## src/rtl/dam_pkg.sv

```systemverilog
package dam_pkg;

  typedef enum logic [1:0] {
    KIND_BCAST = 2'd0,
    KIND_SHORT = 2'd1,
    KIND_LONG  = 2'd2
  } addr_kind_e;

  localparam int unsigned IDX_W = 2;

endpackage

```

## src/rtl/dam_kind_decode.sv

```systemverilog
module dam_kind_decode #(
  parameter int unsigned W = 8
) (
  input  logic [W-1:0]        lead,
  output dam_pkg::addr_kind_e kind
);
  function automatic dam_pkg::addr_kind_e classify(input logic [W-1:0] b);
    if (b[W-1])       return dam_pkg::KIND_LONG;
    else if (b == '0) return dam_pkg::KIND_BCAST;
    else              return dam_pkg::KIND_SHORT;
  endfunction

  always_comb kind = classify(lead);
endmodule

```

## src/rtl/dam_short_cmp.sv

```systemverilog
module dam_short_cmp #(
  parameter int unsigned W = 8
) (
  input  logic [W-1:0] lead,
  input  logic [W-1:0] short_addr,
  input  logic [W-1:0] consist_reg,
  input  logic         long_en,
  output logic         short_hit,
  output logic         cons_hit,
  output logic         cons_active
);
  localparam int unsigned CW = W - 1;

  function automatic logic [CW-1:0] consist_part(input logic [W-1:0] r);
    return r[CW-1:0];
  endfunction

  always_comb begin
    short_hit   = !long_en && (lead == short_addr);
    cons_active = (consist_part(consist_reg) != '0);
    cons_hit    = cons_active && (lead == {1'b0, consist_part(consist_reg)});
  end
endmodule

```

## src/rtl/dam_long_cmp.sv

```systemverilog
module dam_long_cmp #(
  parameter int unsigned W = 8
) (
  input  logic [W-1:0] lead,
  input  logic [W-1:0] follow,
  input  logic [W-1:0] hi,
  input  logic [W-1:0] lo,
  input  logic         long_en,
  output logic         long_hit
);
  function automatic logic pair_eq(input logic [W-1:0] a0, input logic [W-1:0] a1,
                                   input logic [W-1:0] b0, input logic [W-1:0] b1);
    return (a0 == b0) && (a1 == b1);
  endfunction

  always_comb long_hit = long_en && pair_eq(lead, follow, hi, lo);
endmodule

```

## src/rtl/dam_addr_match.sv

```systemverilog
module dam_addr_match #(
  parameter int unsigned W = 8
) (
  input  logic                      clk,
  input  logic                      rst_n,
  input  logic                      pkt_stb,
  input  logic [W-1:0]              lead_byte,
  input  logic [W-1:0]              next_byte,
  input  logic [W-1:0]              cfg_short,
  input  logic [W-1:0]              cfg_long_hi,
  input  logic [W-1:0]              cfg_long_lo,
  input  logic [W-1:0]              cfg_consist,
  input  logic                      cfg_long_en,
  output logic                      res_valid,
  output logic                      hit_primary,
  output logic                      hit_consist,
  output logic [dam_pkg::IDX_W-1:0] cmd_index,
  output logic                      dir_flip,
  output logic                      discard
);
  import dam_pkg::*;

  addr_kind_e       kind;
  logic             short_hit, cons_hit, cons_active, long_hit;
  logic             nxt_p, nxt_c, nxt_flip, nxt_disc;
  logic [IDX_W-1:0] nxt_idx;

  dam_kind_decode #(.W(W)) u_kind (.lead(lead_byte), .kind(kind));

  dam_short_cmp #(.W(W)) u_short (
    .lead(lead_byte), .short_addr(cfg_short), .consist_reg(cfg_consist),
    .long_en(cfg_long_en), .short_hit(short_hit), .cons_hit(cons_hit),
    .cons_active(cons_active)
  );

  dam_long_cmp #(.W(W)) u_long (
    .lead(lead_byte), .follow(next_byte), .hi(cfg_long_hi), .lo(cfg_long_lo),
    .long_en(cfg_long_en), .long_hit(long_hit)
  );

  always_comb begin
    nxt_p   = 1'b0;
    nxt_c   = 1'b0;
    nxt_idx = IDX_W'(1);
    unique case (kind)
      KIND_BCAST: begin
        nxt_p = 1'b1;
        nxt_c = 1'b1;
      end
      KIND_SHORT: begin
        nxt_p = short_hit;
        nxt_c = cons_active ? cons_hit : short_hit;
      end
      KIND_LONG: begin
        nxt_p   = long_hit;
        nxt_c   = cons_active ? 1'b0 : long_hit;
        nxt_idx = IDX_W'(2);
      end
      default: begin
        nxt_p = 1'b0;
        nxt_c = 1'b0;
      end
    endcase
    nxt_flip = cfg_consist[W-1] && nxt_c && !nxt_p;
    nxt_disc = !(nxt_p || nxt_c);
  end

  always_ff @(posedge clk) begin
    if (!rst_n || !pkt_stb) begin
      res_valid   <= 1'b0;
      hit_primary <= 1'b0;
      hit_consist <= 1'b0;
      cmd_index   <= '0;
      dir_flip    <= 1'b0;
      discard     <= 1'b0;
    end else begin
      res_valid   <= 1'b1;
      hit_primary <= nxt_p;
      hit_consist <= nxt_c;
      cmd_index   <= nxt_idx;
      dir_flip    <= nxt_flip;
      discard     <= nxt_disc;
    end
  end
endmodule

```

## config.mk

```make
export PLATFORM = sky130hd
export DESIGN_NAME = dam_addr_match
export DESIGN_NICKNAME = d
export VERILOG_FILES = /design/src/rtl/dam_pkg.sv /design/src/rtl/dam_kind_decode.sv /design/src/rtl/dam_short_cmp.sv /design/src/rtl/dam_long_cmp.sv /design/src/rtl/dam_addr_match.sv
export SDC_FILE = /design/constraint.sdc
export NUM_CORES = 1
export LEC_CHECK = 0
export ABC_AREA = 1
export BUFFER_PORTS_ARGS = -buffer_cell sky130_fd_sc_hd__buf_4
export CAP_MARGIN = 10
export CORE_MARGIN = 5
export CORE_UTILIZATION = 43
export CTS_CLUSTER_SIZE = 12
export DETAILED_ROUTE_END_ITERATION = 6
export PLACE_DENSITY = 0.85
export RECOVER_POWER = 25
export SYNTH_ARGS = -nofsm -noshare
export SYNTH_HDL_FRONTEND = slang
export SYNTH_SLANG_ARGS = --single-unit
```

## constraint.sdc

```tcl
create_clock -name clk -period 1.8 [get_ports clk]
set_clock_uncertainty 0.15 [all_clocks]
set_input_delay 0.27 -clock clk [delete_from_list [all_inputs] [get_ports clk]]
set_output_delay 0.27 -clock clk [all_outputs]
set_load 0.02 [all_outputs]
```

Word-level counts from Yosys, hierarchy flattened

Cells that the tools add are included.

Bits in latches: 0
Memory bits (writable): 0
Register bits after elaboration: 7
Memories: 0
Memory bits (read-only): 0
Output and inout port bits: 7
Word-level logic and storage cells: 36
Input bits: 52

Bitwise logic cells: 0
Shift operators: 0
$add $sub $neg: 0
$lt $le $gt $ge: 0
Equal/unequal tests: 6
Reduce and logical (&&, ||, !) cells: 16
Divide/modulo/power cells: 0
$mul: 0
Multiplexer cells: 8

Operators by type and width:

| kind                 | number |
|---|---|
| $eq A8 B8 Y1         | 3 |
| $eq A8 B7 Y1         | 1 |
| $logic_not A8 Y1     | 1 |
| $reduce_bool A7 Y1   | 1 |
| $logic_and A1 B1 Y1  | 6 |
| $pmux W1 S3          | 2 |
| $logic_not A1 Y1     | 5 |
| $mux W1              | 4 |
| $mux W2              | 2 |
| $eq A2 B1 Y1 const B | 1 |
| $eq A2 B2 Y1 const B | 1 |
| $logic_not A2 Y1     | 1 |
| $logic_or A1 B1 Y1   | 2 |

Logic depth before layout (Yosys ltp)

Gate-level depths: netlist of the first run.

Depth after elaboration: 7
Depth in mapped cells: 12
Mapped depth without buffers: 12

Cells and area by module

Synthesis of the first run repeated with hierarchy kept, for this count alone.

Cell total of the unflattened synthesis: 176
Area total of the unflattened synthesis: 893.4 sq um

By module, submodules not included:

| module          | times used | cells an instance | area an instance (sq um) | seq. area each (sq um) |
|---|---|---|---|---|
| dam_short_cmp   | 1          | 72                | 299.0                    | 0.0 |
| dam_addr_match  | 1          | 32                | 281.5                    | 140.1 |
| dam_long_cmp    | 1          | 63                | 275.3                    | 0.0 |
| dam_kind_decode | 1          | 9                 | 37.5                     | 0.0 |

Worst setup path after synthesis of the first run

OpenSTA, ideal clock, no wires.

Kind: input port to flip-flop
Start point: input port next_byte[5]
End point: register dir_flip
Buffers on the path: 0
Setup time: 0.114 ns
Data arrival time: 0.951 ns
Stages on the path: 8
Data required time: 1.536 ns
Slack: 0.585 ns
Path through: inv_1 or2_2 nand4_1 nor2_1 nand4_1 nand3_2 nand2_2 nor2_2

Longest elaborated chain between the ends: 7
Elaborated cells on any way between the ends: 9
Those cells by class: eq/ne: 1; mux: 3; reduce/logical: 5

Ends and longest elaborated chain:

| what                  | line                 | source |
|---|---|---|
| start, declared       | dam_addr_match.sv:8  | `input logic [W-1:0] next_byte,` |
| $eq A8 B8 Y1 *        | dam_long_cmp.sv:13   | `return (a0 == b0) && (a1 == b1);` |
| $logic_and A1 B1 Y1 * | dam_long_cmp.sv:13   |  |
| $logic_and A1 B1 Y1 * | dam_long_cmp.sv:16   | `always_comb long_hit = long_en && pair_eq(lead, follow, hi, lo);` |
| $mux W1               | dam_addr_match.sv:56 | `nxt_c = cons_active ? 1'b0 : long_hit;` |
| $pmux W1 S3           | dam_addr_match.sv:45 | `unique case (kind)` |
| $logic_and A1 B1 Y1   | dam_addr_match.sv:64 | `nxt_flip = cfg_consist[W-1] && nxt_c && !nxt_p;` |
| $logic_and A1 B1 Y1 * | dam_addr_match.sv:64 |  |
| end signal, assigned  | dam_addr_match.sv:81 | `dir_flip <= nxt_flip;` |
| end, declared         | dam_addr_match.sv:18 | `output logic dir_flip,` |

Every way passes the cells marked *; elsewhere a longest branch is shown, timed or not.
A chain may end at the register's enable or synchronous reset.

Worst setup path after layout of the first run

Start point: input port lead_byte[7]
End point: register dir_flip

Longest elaborated chain between the ends: 7
Elaborated cells on any way between the ends: 20
Those cells by class: eq/ne: 5; mux: 6; reduce/logical: 9

Ends and longest elaborated chain:

| what                                                    | line                                     | source |
|---|---|---|
| start, declared                                         | dam_addr_match.sv:7                      | `input logic [W-1:0] lead_byte,` |
| $logic_not A8 Y1 or $eq A8 B8 Y1 (tied branches)        | dam_kind_decode.sv:9, dam_long_cmp.sv:13 |  |
| $mux W1 or $logic_and A1 B1 Y1 (tied branches)          | dam_kind_decode.sv:9, dam_long_cmp.sv:13 |  |
| $mux W2 or $logic_and A1 B1 Y1 (tied branches)          | dam_kind_decode.sv:8, dam_long_cmp.sv:16 |  |
| $eq A2 B2 Y1, or another cell as far along              | dam_addr_match.sv:45                     |  |
| $pmux W1 S3                                             | dam_addr_match.sv:45                     |  |
| $logic_and A1 B1 Y1 or $logic_not A1 Y1 (tied branches) | dam_addr_match.sv:64                     |  |
| $logic_and A1 B1 Y1 *                                   | dam_addr_match.sv:64                     |  |

Marked as above.

==> impl_metrics.env, run 1 <==
export IMPL_switching_share_pct=29.4
export IMPL_netlist_instances=148
export IMPL_fin_nets=263
export IMPL_synth_area_leaders="nand2_1, dfxtp_1, xnor2_1"
export IMPL_syn_to_final_growth_pct=62.1
export IMPL_mostFrequentLayoutCells="buf_4, nand2_1, inv_1"
export IMPL_postLayoutCoreUtil_pct=73.7
export IMPL_clockBufferDepth=2
export IMPL_start_util_pct=45.4
export IMPL_timing_fmax_mhz=776
export IMPL_max_stage_delay_ns=0.21
export IMPL_cts_max_level=1
export IMPL_synth_seq_area_share_pct=17.7
export IMPL_root_buffer="clkbuf_4"
export IMPL_p_seq_share_pct=30.8
export IMPL_synth_seq_cells=7
export IMPL_synth_top_area_share_pct=23.2
export IMPL_critPathSlowestCell="inv_1"
export IMPL_synth_compound_area_share_pct=3.31
export IMPL_yosysTopAreaCell="nand2_1"
export IMPL_clockPowerShare_pct=26.4
export IMPL_hold_slack_ns=0.0602
export IMPL_yosys_area_share_simple_pct=48.4
export IMPL_crit_path_start_kind="input pin"
export IMPL_cts_setup_buffers=0
export IMPL_finalHoldViolCount=0
export IMPL_io_pins=59
export IMPL_cts_resized=0
export IMPL_cp_max_fo=8
export IMPL_final_common_cell="buf_4"
export IMPL_grtUsageTotal_pct=18.4
export IMPL_setup_viol=0
export IMPL_min_from="lead_byte[7]"
export IMPL_worstMarginPinSlew_ns=0.269
export IMPL_setup_ws_ns=0.511
export IMPL_outcome="finished, final reports clean"
export IMPL_die_w_um=53.0
export IMPL_die_y_um=53.0
export IMPL_drtIter0Drc=25
export IMPL_path_buf_inv=2
export IMPL_netlist_area_um2=793
export IMPL_hp_class="in2reg"
export IMPL_post_drt_via_cell_ratio=4.62
export IMPL_cp_cell_sequence="buf_4 -> inv_1 -> o21ai_0 -> nor2_1 -> nand3_1 -> nand2_1 -> nand3_2 -> nand3_2 -> nand2_2 -> nor2_2"
export IMPL_grt_setup_unrepaired="no"
export IMPL_synth_warnings=0
export IMPL_drcViolationCount=0
export IMPL_port_buffers=58
export IMPL_dp_hpwl_um=2180
export IMPL_overflow=0
export IMPL_muxShareOfSynthArea_pct=0
export IMPL_clk_pin_slew_worst_paths_ns=0.05
export IMPL_wl_um=2410
export IMPL_cts_sinks=7
export IMPL_leakagePower_nw=0.771
export IMPL_grt_pass1_wl_um=3950
export IMPL_yosys_area_share_adder_pct=0
export IMPL_cts_tree="yes"
export IMPL_hold_depth=2
export IMPL_layout_drive_gt1_share_pct=33.3
export IMPL_ys_types=18
export IMPL_synth_xor_area_share_pct=15.5
export IMPL_grt_max_degree=9
export IMPL_grt_antenna_before_repair=0
export IMPL_drv_cap=0
export IMPL_detail_route_wl_per_cell_um=10.3
export IMPL_setup_tns_ns=0
export IMPL_critPathKind="in2reg"
export IMPL_antenna_diode_count=0
export IMPL_synth_net_count=200
export IMPL_fp_dieArea_um2=2800
export IMPL_coreArea_um2=1750
export IMPL_ctsHoldBuffers=0
export IMPL_cp_data_required_time_ns=1.84
export IMPL_holdPathEnd="cmd_index[0]"
export IMPL_vdd_drop_max_mv=0.239
export IMPL_slew_viol_final=0
export IMPL_switching_power_uw=154
export IMPL_grt_pass1_vias=1029
export IMPL_synth_top_family_by_area="simple AND/OR/NAND/NOR gates"
export IMPL_slew_headroom_pct=82.0
export IMPL_postSynthAreaPerCell_um2=5.36
export IMPL_finalCritPeriodShare_pct=71.6
export IMPL_cts_buffers=3
export IMPL_cp_data_arrival_time_ns=1.33
export IMPL_drtAntennaViolNets=0
export IMPL_p_int_uw=368
export IMPL_crit_path_end_kind="flip-flop"
export IMPL_path_common_cell="nand3_2"
export IMPL_crit_family="simple AND/OR/NAND/NOR gates"
export IMPL_place_congestion=0.813
export IMPL_dp_slack_ns=0.351
export IMPL_combPwrFrac_pct=42.8
export IMPL_vias=1086
export IMPL_drtPass1Iterations=4
export IMPL_fin_crit_ns=1.29
export IMPL_p_per_area_nw_per_um2=406
export IMPL_row_count=15
routing by layer:
metal / track usage, % / vias to the layer above / part of all wire, %
li1: - / 566 / -
met1: 21.1 / 475 / 38
met2: 34.1 / 41 / 55
met3: 2.25 / 4 / 6.1
met4: 7.23 / 0 / 0.79
met5: 0 / - / 0
synthesized netlist by cell type:
cell / count
a21oi_1: 2
a31oi_1: 1
clkinv_1: 1
dfxtp_1: 7
inv_1: 27
inv_2: 4
nand2_1: 49
nand2_2: 2
nand3_1: 10
nand3_2: 2
nand4_1: 4
nor2_1: 20
nor2_2: 1
nor3_1: 1
o21ai_0: 2
or2_2: 1
xnor2_1: 12
xor2_1: 2
kinds of logic after synthesis:
logic type	count (synthesis)
compound gates	5
xor+xnor	14
buf+inv	32
flops	7
simple gates	90
power groups by stage:
stage,logic (mW),clock network [mW],registers (mW)
3_3_place_gp,0.218,0,0.164
5_1_grt,0.248,0.148,0.161
4_1_cts,0.225,0.142,0.161
6_report,0.223,0.138,0.161
2_1_floorplan,0.0903,0,0.170
3_5_place_dp,0.224,0,0.164
registers in the layout, summed over array words and instances, names as in the netlist:
signal	cells
cmd_index	2
dir_flip	1
discard	1
hit_consist	1
hit_primary	1
res_valid	1
area by class of cell:
cell class	instances	area [µm²]
Multi-Input combinational cell	109	533
Fill cell	157	459
Timing Repair Buffer	58	435
Sequential cell	7	140
Inverter	32	120
Tap cell	25	31.3
Clock buffer	4	26.3
per-stage QoR:
stage	total power, mW	area (µm²)	std cells
4_1_cts	0.528	1290	235
3_3_place_gp	0.381	1260	231
6_report	0.522	1290	235
5_1_grt	0.557	1290	235
3_5_place_dp	0.387	1260	231
2_1_floorplan	0.260	793	148
worst max-delay path by stage:
stage,to,from,cells after the start
after floorplan,dir_flip,next_byte[5],8
after global placement,dir_flip,lead_byte[7],11
after detailed placement,dir_flip,lead_byte[7],11
after CTS,dir_flip,lead_byte[7],11
after global routing,dir_flip,lead_byte[7],11
final,dir_flip,lead_byte[7],10
Power figures use the tool's default switching activity.
==> run 2, diff against run 1 <==
--- a/config.mk
+++ b/config.mk
@@ -9,10 +9,10 @@
 export BUFFER_PORTS_ARGS = -buffer_cell sky130_fd_sc_hd__buf_4
 export CAP_MARGIN = 10
 export CORE_MARGIN = 5
-export CORE_UTILIZATION = 43
+export CORE_UTILIZATION = 40
 export CTS_CLUSTER_SIZE = 12
 export DETAILED_ROUTE_END_ITERATION = 6
-export PLACE_DENSITY = 0.85
+export PLACE_DENSITY = 0.8
 export RECOVER_POWER = 25
 export SYNTH_ARGS = -nofsm -noshare
 export SYNTH_HDL_FRONTEND = slang
==> constraint.sdc (replaced) <==
create_clock -name clk -period 1.32 [get_ports clk]
set_clock_uncertainty 0.15 [all_clocks]
set_input_delay 0.198 -clock clk [delete_from_list [all_inputs] [get_ports clk]]
set_output_delay 0.198 -clock clk [all_outputs]
set_load 0.02 [all_outputs]
==> impl_metrics.env, run 2 (synthesis results as in run 1) <==
export IMPL_fp_dieArea_um2=2970
export IMPL_grt_max_degree=7
export IMPL_coreArea_um2=1920
export IMPL_finalHoldViolCount=0
export IMPL_detail_route_wl_per_cell_um=9.47
export IMPL_place_congestion=0.830
export IMPL_grtUsageTotal_pct=15.6
export IMPL_die_w_um=54.5
export IMPL_root_buffer="clkbuf_4"
export IMPL_fin_crit_ns=1.13
export IMPL_hp_class="in2reg"
export IMPL_grt_pass1_vias=978
export IMPL_cts_sinks=7
export IMPL_grt_pass1_wl_um=3510
export IMPL_ctsHoldBuffers=0
export IMPL_die_y_um=54.5
export IMPL_grt_setup_unrepaired="no"
export IMPL_start_util_pct=41.3
export IMPL_outcome="finished, final reports clean"
export IMPL_drtAntennaViolNets=0
export IMPL_worstMarginPinSlew_ns=0.226
export IMPL_crit_path_end_kind="flip-flop"
export IMPL_stdcell_count=238
export IMPL_min_from="lead_byte[7]"
export IMPL_cts_tree="yes"
export IMPL_grt_antenna_before_repair=0
export IMPL_setup_tns_ns=0
export IMPL_largest_reg_flops=2
export IMPL_drcViolationCount=0
export IMPL_placedCellCount=234
export IMPL_dp_hpwl_um=2080
export IMPL_slew_viol_final=0
export IMPL_drtIter0Drc=12
export IMPL_dpl_cell_area_um2=1270
export IMPL_fin_nets=264
export IMPL_switching_power_uw=197
export IMPL_cts_max_level=1
export IMPL_critPathSlowestCell="nand4_1"
export IMPL_post_drt_via_cell_ratio=4.50
export IMPL_final_common_cell="buf_4"
export IMPL_port_buffers=58
export IMPL_antenna_diode_count=0
export IMPL_switching_share_pct=28.1
export IMPL_combPwrFrac_pct=43.4
export IMPL_layout_drive_gt1_share_pct=34.1
export IMPL_p_seq_share_pct=31.3
export IMPL_clockPowerShare_pct=25.3
export IMPL_cp_data_arrival_time_ns=1.15
export IMPL_drtPass1Iterations=4
export IMPL_timing_fmax_mhz=889
export IMPL_cp_max_fo=4
export IMPL_clockBufferDepth=2
export IMPL_p_int_uw=504
export IMPL_finalCritPeriodShare_pct=85.2
export IMPL_hold_depth=2
export IMPL_vdd_drop_max_mv=0.297
export IMPL_wl_um=2250
export IMPL_max_stage_delay_ns=0.15
export IMPL_row_count=16
export IMPL_io_pins=59
export IMPL_p_per_area_nw_per_um2=541
export IMPL_largest_register="cmd_index"
export IMPL_design_area_um2=1300
export IMPL_crit_path_start_kind="input pin"
export IMPL_setup_viol=0
export IMPL_cts_buffers=3
export IMPL_vias=1072
export IMPL_drv_cap=0
export IMPL_leakagePower_nw=0.775
export IMPL_cp_data_required_time_ns=1.35
export IMPL_mostFrequentLayoutCells="buf_4, nand2_1, inv_1"
export IMPL_syn_to_final_growth_pct=63.4
export IMPL_critPathKind="in2reg"
export IMPL_cp_cell_sequence="buf_4 -> inv_2 -> nand2_1 -> nand2_1 -> nor2_1 -> nand3_1 -> nor2_1 -> nand4_1 -> nand3_2 -> nand2_2 -> nor2_2"
export IMPL_cts_resized=0
export IMPL_clk_pin_slew_worst_paths_ns=0.05
export IMPL_holdPathEnd="cmd_index[0]"
export IMPL_slew_headroom_pct=84.8
export IMPL_overflow=0
export IMPL_cts_setup_buffers=0
-- run 2: area by class of cell --
cell class,instances,area [µm²]
fillers,207,626
multi-input cells,109,533
repair buffers,59,443
flip-flops and latches,7,140
inverters,32,120
well taps,27,33.8
clock buffers,4,26.3
-- run 2: critical path, delay by kind of cell --
| family | cells | cell delay (ns) |
|---|---|---|
| AND/OR/NAND/NOR | 9 | 0.80 |
| buffers and inverters | 2 | 0.15 |
-- run 2: how the worst max path moves through the flow --
stage                 startpoint        to  slack, ns  cells past startpoint
finish              lead_byte[5]  dir_flip       0.19                     11
global route        lead_byte[7]  dir_flip       0.02                     11
CTS                 lead_byte[5]  dir_flip       0.18                     11
detailed placement  lead_byte[5]  dir_flip      -0.06                     11
global placement    lead_byte[5]  dir_flip      -0.02                     11
floorplan           next_byte[5]  dir_flip       0.18                      8
-- run 2: layer usage --
layer  global-route usage [%]  vias up  wire (µm)
li1                         -      568          -
met3                     1.36        0         90
met5                        0        -          0
met2                     29.7       26       1220
met4                     3.73        0          0
met1                     18.3      478        940
-- run 2: per-stage QoR --
step                setup slack [ns]  power [mW]  hold WS (ns)  utilization, %
floorplan                      0.177       0.354         0.120               -
global placement             -0.0234       0.522         0.251            66.1
detailed placement           -0.0594       0.529         0.255            66.1
CTS                            0.181       0.710       0.00358            67.4
global route                  0.0162       0.748        0.0235            67.4
finish                         0.195       0.701       0.00797            67.4
-- run 2: power by group through the flow --
stage	registers [mW]	logic, mW	clock network, mW
6_report	0.219	0.304	0.177
5_1_grt	0.220	0.340	0.188
4_1_cts	0.219	0.306	0.184
3_5_place_dp	0.224	0.305	0
3_3_place_gp	0.223	0.299	0
2_1_floorplan	0.231	0.123	0
